$ cat src/rtl/mt_pkg.sv
package mt_pkg;

    typedef enum logic [1:0] {
        CMD_READ     = 2'd0,
        CMD_READ_EX  = 2'd1,
        CMD_UPGRADE  = 2'd2,
        CMD_UNC_READ = 2'd3
    } mem_cmd_e;

    typedef enum logic [1:0] {
        RT_CACHE    = 2'd0,
        RT_UNCACHED = 2'd1,
        RT_WBUF     = 2'd2
    } route_e;

    typedef enum logic [1:0] {
        RS_IDLE    = 2'd0,
        RS_INSTALL = 2'd1,
        RS_DRAIN   = 2'd2
    } ret_state_e;

endpackage

$ cat src/rtl/mt_cmd_sel.sv
module mt_cmd_sel
    import mt_pkg::*;
(
    input  logic     uncache,
    input  logic     is_read,
    input  logic     is_write,
    input  logic     is_wb,
    input  logic     need_excl,
    input  logic     blk_valid,
    input  logic     blk_writable,
    output route_e   route,
    output mem_cmd_e cmd,
    output logic     clr_rd
);
    always_comb begin
        route  = RT_CACHE;
        cmd    = CMD_READ;
        clr_rd = 1'b0;
        if (uncache) begin
            if (is_write && !is_read) begin
                route = RT_WBUF;
            end else begin
                route = RT_UNCACHED;
                cmd   = CMD_UNC_READ;
            end
        end else if (is_wb) begin
            route = RT_WBUF;
        end else if (blk_valid) begin
            // resident but needing ownership: ask only for permission
            cmd    = CMD_UPGRADE;
            clr_rd = is_write && !blk_writable;
        end else begin
            cmd = need_excl ? CMD_READ_EX : CMD_READ;
        end
    end
endmodule

$ cat src/rtl/mt_match.sv
module mt_match #(
    parameter int N      = 4,
    parameter int ADDR_W = 16,
    parameter int IDX_W  = 2
) (
    input  logic [N-1:0]             ent_valid,
    input  logic [N-1:0]             ent_retire,
    input  logic [N-1:0]             ent_fill,
    input  logic [N-1:0]             ent_sent,
    input  logic [N-1:0][ADDR_W-1:0] ent_addr,
    input  logic [ADDR_W-1:0]        blk_addr,
    output logic                     hit,
    output logic [IDX_W-1:0]         hit_idx,
    output logic                     free_any,
    output logic [IDX_W-1:0]         free_idx,
    output logic                     pend_any,
    output logic [IDX_W-1:0]         pend_idx
);
    logic [N-1:0] eq_vec;
    logic [N-1:0] free_vec;
    logic [N-1:0] pend_vec;

    for (genvar g = 0; g < N; g++) begin : g_ent
        assign eq_vec[g]   = ent_valid[g] && !ent_retire[g] && ent_fill[g]
                             && (ent_addr[g] == blk_addr);
        assign free_vec[g] = !ent_valid[g];
        assign pend_vec[g] = ent_valid[g] && !ent_sent[g];
    end

    // lowest index wins in each search
    always_comb begin
        hit      = 1'b0;
        hit_idx  = '0;
        free_any = 1'b0;
        free_idx = '0;
        pend_any = 1'b0;
        pend_idx = '0;
        for (int i = N - 1; i >= 0; i--) begin
            if (eq_vec[i]) begin
                hit     = 1'b1;
                hit_idx = IDX_W'(i);
            end
            if (free_vec[i]) begin
                free_any = 1'b1;
                free_idx = IDX_W'(i);
            end
            if (pend_vec[i]) begin
                pend_any = 1'b1;
                pend_idx = IDX_W'(i);
            end
        end
    end
endmodule

$ cat src/rtl/mt_retire_fsm.sv
module mt_retire_fsm
    import mt_pkg::*;
#(
    parameter int N     = 4,
    parameter int IDX_W = 2,
    parameter int CNT_W = 3
) (
    input  logic             clk,
    input  logic             rst,
    input  logic             mrsp_valid,
    input  logic [IDX_W-1:0] mrsp_tag,
    input  logic             mrsp_err,
    input  logic [N-1:0]     ent_fill,
    input  logic [CNT_W-1:0] ret_cnt,
    input  logic             tr_ready,
    output logic             mrsp_ready,
    output logic             rsp_acc,
    output logic [IDX_W-1:0] ret_idx,
    output logic             ret_err,
    output logic [CNT_W-1:0] rd_ptr,
    output logic             fill_stb,
    output logic             tr_valid,
    output logic             ret_done
);
    ret_state_e state, nxt;
    logic       last_tgt;

    assign last_tgt = (rd_ptr + CNT_W'(1)) == ret_cnt;

    always_ff @(posedge clk) begin
        if (rst) begin
            state   <= RS_IDLE;
            ret_idx <= '0;
            ret_err <= 1'b0;
            rd_ptr  <= '0;
        end else begin
            state <= nxt;
            if (rsp_acc) begin
                ret_idx <= mrsp_tag;
                ret_err <= mrsp_err;
                rd_ptr  <= '0;
            end else if (tr_valid && tr_ready) begin
                rd_ptr <= rd_ptr + CNT_W'(1);
            end
        end
    end

    always_comb begin
        nxt        = state;
        mrsp_ready = 1'b0;
        rsp_acc    = 1'b0;
        fill_stb   = 1'b0;
        tr_valid   = 1'b0;
        ret_done   = 1'b0;
        unique case (state)
            RS_IDLE: begin
                mrsp_ready = 1'b1;
                if (mrsp_valid) begin
                    rsp_acc = 1'b1;
                    nxt = (ent_fill[mrsp_tag] && !mrsp_err) ? RS_INSTALL : RS_DRAIN;
                end
            end
            RS_INSTALL: begin
                fill_stb = 1'b1;
                nxt      = RS_DRAIN;
            end
            RS_DRAIN: begin
                tr_valid = 1'b1;
                if (tr_ready && last_tgt) begin
                    ret_done = 1'b1;
                    nxt      = RS_IDLE;
                end
            end
            default: nxt = RS_IDLE;
        endcase
    end


    drain_hold_chk: assert property (@(posedge clk) disable iff (rst)
        (tr_valid && !tr_ready) |=> (tr_valid && $stable(rd_ptr)));

endmodule

$ cat src/rtl/miss_track_unit.sv
module miss_track_unit
    import mt_pkg::*;
#(
    parameter int ADDR_W      = 16,
    parameter int BLK_BYTES   = 16,
    parameter int NUM_MSHR    = 4,
    parameter int NUM_TARGETS = 4,
    parameter int ID_W        = 4,
    parameter int ORD_W       = 8,
    parameter int IDX_W       = (NUM_MSHR > 1) ? $clog2(NUM_MSHR) : 1
) (
    input  logic              clk,
    input  logic              rst,
    input  logic              lk_valid,
    output logic              lk_ready,
    input  logic [ADDR_W-1:0] lk_addr,
    input  logic [ID_W-1:0]   lk_id,
    input  logic              lk_uncache,
    input  logic              lk_read,
    input  logic              lk_write,
    input  logic              lk_wb,
    input  logic              lk_excl,
    input  logic              lk_blk_valid,
    input  logic              lk_blk_writable,
    output logic              stall_tgt,
    output logic              stall_full,
    output logic              wbuf_valid,
    output logic [ADDR_W-1:0] wbuf_addr,
    output logic [ID_W-1:0]   wbuf_id,
    output logic              blk_clr_rd,
    output logic [ADDR_W-1:0] blk_clr_addr,
    output logic              blk_fill,
    output logic [ADDR_W-1:0] blk_fill_addr,
    output logic              mreq_valid,
    input  logic              mreq_ready,
    output logic [ADDR_W-1:0] mreq_addr,
    output logic [1:0]        mreq_cmd,
    output logic [IDX_W-1:0]  mreq_tag,
    input  logic              mrsp_valid,
    output logic              mrsp_ready,
    input  logic [IDX_W-1:0]  mrsp_tag,
    input  logic              mrsp_err,
    output logic              tr_valid,
    input  logic              tr_ready,
    output logic [ID_W-1:0]   tr_id,
    output logic [ORD_W-1:0]  tr_order,
    output logic              tr_err
);
    localparam int CNT_W = $clog2(NUM_TARGETS + 1);
    localparam int PTR_W = (NUM_TARGETS > 1) ? $clog2(NUM_TARGETS) : 1;
    localparam logic [ADDR_W-1:0] OFF_MASK = ADDR_W'(BLK_BYTES - 1);

    // entry state
    logic [NUM_MSHR-1:0]                              ent_valid;
    logic [NUM_MSHR-1:0]                              ent_retire;
    logic [NUM_MSHR-1:0]                              ent_fill;
    logic [NUM_MSHR-1:0]                              ent_sent;
    logic [NUM_MSHR-1:0][ADDR_W-1:0]                  ent_addr;
    logic [NUM_MSHR-1:0][1:0]                         ent_cmd;
    logic [NUM_MSHR-1:0][CNT_W-1:0]                   ent_cnt;
    logic [NUM_MSHR-1:0][NUM_TARGETS-1:0][ID_W-1:0]   tgt_id;
    logic [NUM_MSHR-1:0][NUM_TARGETS-1:0][ORD_W-1:0]  tgt_ord;

    logic [ORD_W-1:0] ord_ctr;
    logic             stall_q;
    logic [IDX_W-1:0] stall_idx_q;
    logic             iss_busy;
    logic [IDX_W-1:0] iss_idx;

    // lookup decode
    logic [ADDR_W-1:0] lk_blk;
    route_e            route;
    mem_cmd_e          sel_cmd;
    logic              sel_clr;
    logic              hit, free_any, pend_any;
    logic [IDX_W-1:0]  hit_idx, free_idx, pend_idx;
    logic [NUM_MSHR-1:0] retire_mask;
    logic              acc, do_merge, do_alloc, do_wbuf;

    // retire side
    logic             rsp_acc, ret_err, fill_stb, ret_done;
    logic [IDX_W-1:0] ret_idx;
    logic [CNT_W-1:0] rd_ptr;
    logic [CNT_W-1:0] ret_cnt;

    assign lk_blk = lk_addr & ~OFF_MASK;

    mt_cmd_sel u_cmd (
        .uncache      (lk_uncache),
        .is_read      (lk_read),
        .is_write     (lk_write),
        .is_wb        (lk_wb),
        .need_excl    (lk_excl),
        .blk_valid    (lk_blk_valid),
        .blk_writable (lk_blk_writable),
        .route        (route),
        .cmd          (sel_cmd),
        .clr_rd       (sel_clr)
    );

    // an entry whose response is being taken this cycle no longer merges
    always_comb begin
        retire_mask = ent_retire;
        if (rsp_acc) retire_mask[mrsp_tag] = 1'b1;
    end

    mt_match #(.N(NUM_MSHR), .ADDR_W(ADDR_W), .IDX_W(IDX_W)) u_match (
        .ent_valid  (ent_valid),
        .ent_retire (retire_mask),
        .ent_fill   (ent_fill),
        .ent_sent   (ent_sent),
        .ent_addr   (ent_addr),
        .blk_addr   (lk_blk),
        .hit        (hit),
        .hit_idx    (hit_idx),
        .free_any   (free_any),
        .free_idx   (free_idx),
        .pend_any   (pend_any),
        .pend_idx   (pend_idx)
    );

    assign ret_cnt = ent_cnt[ret_idx];

    mt_retire_fsm #(.N(NUM_MSHR), .IDX_W(IDX_W), .CNT_W(CNT_W)) u_ret (
        .clk        (clk),
        .rst        (rst),
        .mrsp_valid (mrsp_valid),
        .mrsp_tag   (mrsp_tag),
        .mrsp_err   (mrsp_err),
        .ent_fill   (ent_fill),
        .ret_cnt    (ret_cnt),
        .tr_ready   (tr_ready),
        .mrsp_ready (mrsp_ready),
        .rsp_acc    (rsp_acc),
        .ret_idx    (ret_idx),
        .ret_err    (ret_err),
        .rd_ptr     (rd_ptr),
        .fill_stb   (fill_stb),
        .tr_valid   (tr_valid),
        .ret_done   (ret_done)
    );

    assign stall_tgt  = stall_q;
    assign stall_full = !free_any;
    assign lk_ready   = !stall_q && free_any;

    assign acc      = lk_valid && lk_ready;
    assign do_merge = acc && (route == RT_CACHE) && hit;
    assign do_alloc = acc && (((route == RT_CACHE) && !hit) || (route == RT_UNCACHED));
    assign do_wbuf  = acc && (route == RT_WBUF);

    // entry table
    always_ff @(posedge clk) begin
        if (rst) begin
            ent_valid   <= '0;
            ent_retire  <= '0;
            ent_fill    <= '0;
            ent_sent    <= '0;
            ent_addr    <= '0;
            ent_cmd     <= '0;
            ent_cnt     <= '0;
            tgt_id      <= '0;
            tgt_ord     <= '0;
            ord_ctr     <= '0;
            stall_q     <= 1'b0;
            stall_idx_q <= '0;
            iss_busy    <= 1'b0;
            iss_idx     <= '0;
        end else begin
            if (do_alloc) begin
                ent_valid[free_idx]     <= 1'b1;
                ent_retire[free_idx]    <= 1'b0;
                ent_fill[free_idx]      <= (route == RT_CACHE);
                ent_sent[free_idx]      <= 1'b0;
                ent_addr[free_idx]      <= (route == RT_CACHE) ? lk_blk : lk_addr;
                ent_cmd[free_idx]       <= sel_cmd;
                ent_cnt[free_idx]       <= CNT_W'(1);
                tgt_id[free_idx][0]     <= lk_id;
                tgt_ord[free_idx][0]    <= ord_ctr;
                ord_ctr                 <= ord_ctr + ORD_W'(1);
                if ((route == RT_CACHE) && (NUM_TARGETS == 1)) begin
                    stall_q     <= 1'b1;
                    stall_idx_q <= free_idx;
                end
            end
            if (do_merge) begin
                tgt_id[hit_idx][PTR_W'(ent_cnt[hit_idx])]  <= lk_id;
                tgt_ord[hit_idx][PTR_W'(ent_cnt[hit_idx])] <= ord_ctr;
                ent_cnt[hit_idx] <= ent_cnt[hit_idx] + CNT_W'(1);
                ord_ctr          <= ord_ctr + ORD_W'(1);
                if ((ent_cnt[hit_idx] + CNT_W'(1)) == CNT_W'(NUM_TARGETS)) begin
                    stall_q     <= 1'b1;
                    stall_idx_q <= hit_idx;
                end
            end
            // issue stage: latch one unsent entry, hold it until taken
            if (iss_busy) begin
                if (mreq_ready) begin
                    ent_sent[iss_idx] <= 1'b1;
                    iss_busy          <= 1'b0;
                end
            end else if (pend_any) begin
                iss_busy <= 1'b1;
                iss_idx  <= pend_idx;
            end
            if (rsp_acc) begin
                ent_retire[mrsp_tag] <= 1'b1;
                if (stall_q && (stall_idx_q == mrsp_tag)) stall_q <= 1'b0;
            end
            if (ret_done) begin
                ent_valid[ret_idx]  <= 1'b0;
                ent_retire[ret_idx] <= 1'b0;
            end
        end
    end

    // one-cycle strobes toward write buffer and tag array
    always_ff @(posedge clk) begin
        if (rst) begin
            wbuf_valid   <= 1'b0;
            wbuf_addr    <= '0;
            wbuf_id      <= '0;
            blk_clr_rd   <= 1'b0;
            blk_clr_addr <= '0;
        end else begin
            wbuf_valid <= do_wbuf;
            if (do_wbuf) begin
                wbuf_addr <= lk_addr;
                wbuf_id   <= lk_id;
            end
            blk_clr_rd <= acc && (route == RT_CACHE) && sel_clr;
            if (acc && (route == RT_CACHE) && sel_clr) blk_clr_addr <= lk_blk;
        end
    end

    assign mreq_valid    = iss_busy;
    assign mreq_tag      = iss_idx;
    assign mreq_addr     = ent_addr[iss_idx];
    assign mreq_cmd      = ent_cmd[iss_idx];

    assign blk_fill      = fill_stb;
    assign blk_fill_addr = ent_addr[ret_idx];

    assign tr_id    = tgt_id[ret_idx][PTR_W'(rd_ptr)];
    assign tr_order = tgt_ord[ret_idx][PTR_W'(rd_ptr)];
    assign tr_err   = ret_err;


    tgt_stall_release_chk: assert property (@(posedge clk) disable iff (rst)
        (stall_tgt && mrsp_valid && mrsp_ready && (mrsp_tag == stall_idx_q)) |=> !stall_tgt);


    mreq_hold_chk: assert property (@(posedge clk) disable iff (rst)
        (mreq_valid && !mreq_ready) |=> (mreq_valid && $stable(mreq_tag) && $stable(mreq_addr)));


    fill_then_target_chk: assert property (@(posedge clk) disable iff (rst)
        blk_fill |=> (tr_valid && !tr_err));


    wbuf_excl_clr_chk: assert property (@(posedge clk) disable iff (rst)
        wbuf_valid |-> !blk_clr_rd);

endmodule

$ cat config.mk
export PLATFORM = sky130hd
export DESIGN_NAME = miss_track_unit
export DESIGN_NICKNAME = d
export VERILOG_FILES = /design/src/rtl/mt_pkg.sv /design/src/rtl/mt_cmd_sel.sv /design/src/rtl/mt_match.sv /design/src/rtl/mt_retire_fsm.sv /design/src/rtl/miss_track_unit.sv
export SDC_FILE = /design/constraint.sdc
export NUM_CORES = 1
export LEC_CHECK = 0
export BUFFER_PORTS_ARGS = -buffer_cell sky130_fd_sc_hd__buf_2
export CAP_MARGIN = 25
export CORE_UTILIZATION = 40
export CTS_BUF_LIST = sky130_fd_sc_hd__clkbuf_16
export CTS_CLUSTER_SIZE = 40
export DETAILED_ROUTE_END_ITERATION = 8
export PLACE_DENSITY = 0.65
export SYNTH_ARGS = -nofsm -noshare
export SYNTH_HDL_FRONTEND = slang
export SYNTH_SLANG_ARGS = --single-unit
export TNS_END_PERCENT = 50
$ cat constraint.sdc
create_clock -name clk -period 4.1 [get_ports clk]
set_input_delay 0.205 -clock clk [delete_from_list [all_inputs] [get_ports clk]]
set_output_delay 0.205 -clock clk [all_outputs]
set_load 0.01 [all_outputs]
==> results_dict.tcl <==
set metrics [dict create \
    p_switching_mw 1.807 \
    ioPinCount 130 \
    min_path_type "in -> reg" \
    synth_common_cells "348 x dfxtp_1, 341 x nand2_1, 173 x nor2_1, 166 x mux2i_1, 160 x a21oi_1" \
    synthTopCellsByArea "dfxtp_1 43%, mux4_2 14%, mux2i_1 10%" \
    p_leak_nw 7.127 \
    switching_share 0.2519 \
    p_total_mw 7.173 \
    insertion_delay_ps 550 \
    path_delay_family "simple AND/OR/NAND/NOR gates" \
    area.sequential_um2 6975 \
    clkSinkCount 348 \
    antenna_found_initial 5 \
    overflow 0 \
    rows 73 \
    yosys_most_used_dff "dfxtp_1" \
    syn_area_um2 16210 \
    finalHoldViolations 0 \
    cp_slowest_cell "or4_1" \
    cts_buffers 39 \
    tightest_slew_ps 1045 \
    yosys.area.top_type "dfxtp_1" \
    setup_violations 0 \
    grt_usage 0.2248 \
    via_count 12721 \
    ant_nets 0 \
    multi_input_area_um2 8547 \
    post-route-period-util 0.9431 \
    drt_drc_violations_left 0 \
    post_route_cells_drive_above_1_share 0.1937 \
    clkPwrFrac 0.440 \
    die_y_um 203.3 \
    clockBufferDepth 3 \
    post_cts_buffers 0 \
    worst_ep_required_time_ps 4500 \
    die_area_um2 41330 \
    finalMaxSlewViolations 0 \
    syn_avg_cell_area_um2 9.614 \
    combPwrFrac 0.074 \
    wl_per_cell_um 20.23 \
    relSlewSlack 0.3030 \
    p_int_mw 5.365 \
    yosysMostFrequentCell "dfxtp_1" \
    die_x_um 203.3 \
    fmax_mhz 258.6 \
    start_util 0.4070 \
    dr.pass1.iters 5 \
    nNetsFinal 1798 \
    fillCellCount 3832 \
    areaGrowthSynthToFinish_pct 13.82 \
    finalWorstSetupSlack_ps 233.1 \
    crit_buf_inv 2 \
    grt_setup_unrepaired "false" \
    path_cells "nor4b_2 > o211ai_1 > or4_1 > nor2b_1 > a311oi_1 > o21a_1 > inv_1 > ha_1 > nand4_1 > o21ai_2 > buf_8 > mux2i_1 > nor2_1" \
    grt_max_degree 99 \
    irDropWorstVdd_mv 0.2449 \
    cellPowerDensity_nw_per_um2 388.8 \
    grt_pass1_wl_um 72460 \
    numPortBuffers 125 \
    clk_pin_slew_ps 60 \
    synth.distinct_cells 67 \
    h-tree-depth 2 \
    drtIter0Drc 921 \
    place_hpwl_um 31580 \
    crit_type "reg -> reg" \
    ys_ff_latch 348 \
    status "completed" \
    finalCriticalPeriod_ps 3867 \
    synth_edf_count 0 \
    ys_seq_area_frac 0.4298 \
    drv_cap 0 \
    synthCells 1686 \
    core_um2 39820 \
    netlist.area_leader.share 0.4298 \
    async_flop_share 0 \
    root_buffer "clkbuf_16" \
    grt_pass1_vias 12755 \
    vias_per_cell 5.507 \
    tritoncts "built" \
    cp-end-kind "flop" \
    skew_ps 23.42 \
    pwr-share-seq 0.486 \
    pre_cts_slack_ps 91.50 \
    gp_congestion 0.9230 \
    wl_um 46740 \
    cp-start-kind "flop" \
    tns_ps 0 \
    crit_path_max_fanout 9 \
    critical-path-max-stage-delay_ps 610 \
    arrival_ps 4270 \
    ys_warn_count 0 \
]
-- power by group through the flow --
stage          Combinational, mW  Sequential (mW)  Clock [mW]
6_report                   0.529             3.49        3.16
5_1_grt                    0.568             3.49        3.34
4_1_cts                    0.526             3.49        3.20
3_5_place_dp               0.519             3.56           0
3_3_place_gp               0.515             3.56           0
2_1_floorplan              0.375             3.53           0
-- path summary, 6_finish.rpt --
path	startpoint	endpoint	slack (ps)	depth (start not counted)
max	ent_valid[2]	tgt_id[0]	230	13
max reg2reg	ent_valid[2]	tgt_id[0]	230	13
min	lk_addr[9]	wbuf_addr[9]	20	3
min reg2reg	wbuf_id[3]	wbuf_id[3]	450	2
-- routing by layer --
metal | vias up | wire [µm] | global-route usage
met5 | - | 13 | 0
met4 | 2 | 1326 | 0.07277
met3 | 97 | 3725 | 0.05689
met2 | 456 | 21960 | 0.3731
met1 | 6190 | 19710 | 0.2848
li1 | 5976 | - | -
-- tightest hold or removal path, delay by kind of cell --
kind | cells | cell delay (ps)
and+or+nand+nor | 1 | 80
AOI/OAI and AO/OA | 1 | 50
buffers and inverters | 1 | 180
-- area by class of cell --
class / count / share of cell area
clock buffer: 39 / 0.05290
sequential: 348 / 0.3781
inverter: 9 / 0.001831
timing repair buffer: 178 / 0.05900
clock inverter: 28 / 0.008816
tap: 525 / 0.03560
multi-input combinational: 1179 / 0.4632
antenna: 4 / 0.0005425
-- kinds of logic (layout without fill, tap and decap cells) --
group                    after synthesis  after routing  synth area share
AO/OA/AOI/OAI                        213            213           0.07789
adder cells (fa/ha/maj)                7              7          0.005403
XOR/XNOR                              63             63           0.03404
multiplexers                         264            264            0.2387
buffers and inverters                162            254           0.04485
flip-flops                           348            348            0.4298
other                                  1              8         0.0002313
AND/OR/NAND/NOR                      628            628            0.1691
-- state kept, by name, indices dropped and copies added, names as in the netlist, 2 cells and up --
name and cells:
u_ret.ret_idx 2, ent_retire 4, ent_valid 4, ord_ctr 8, blk_clr_addr 12, mreq_tag 2
ent_cmd 8, ent_sent 4, u_ret.rd_ptr 3, wbuf_id 4, tgt_ord 128, tgt_id 64
u_ret.state 2, stall_idx_q 2, ent_fill 4, ent_addr 64, ent_cnt 12, wbuf_addr 16
-- timing repair --
action,CTS,global route
hold buffers,6,0
endpoints found under the setup margin,0,12
gates resized for setup,0,1
hold endpoints to repair,8,0
-- per-stage QoR --
stage               hold slack (ps)  instance area (µm²)  cells  utilization
floorplan                     322.9                16220   1689            -
global placement              434.6                17180   2230       0.4314
detailed placement            443.6                17210   2231       0.4320
CTS                           7.206                18400   2304       0.4621
global route                  24.25                18440   2307       0.4631
finish                        18.95                18450   2310       0.4633
-- cells in the final DEF (no fill, tap or decap), drive strengths merged, types with 2 or more instances in the layout --
master	n
conb	4
nor4b	4
clkbuf	39
a2111oi	2
nor2b	7
dlygate4sd3	6
nor2	174
nor4	11
o21ai	10
nand3	11
a211oi	9
nor3	13
buf	172
inv	20
or4	5
xor2	35
mux2i	166
o22a	2
diode	4
o31ai	5
a311oi	2
a31oi	4
nand4	19
o311ai	2
o21a	4
xnor2	28
and2	14
or3b	7
mux4	98
a21oi	163
nand2	341
nand2b	7
dfxtp	348
or3	2
a41oi	2
and3	4
nor3b	5
ha	7
clkinv	16
(Power assumes the default switching activity.)
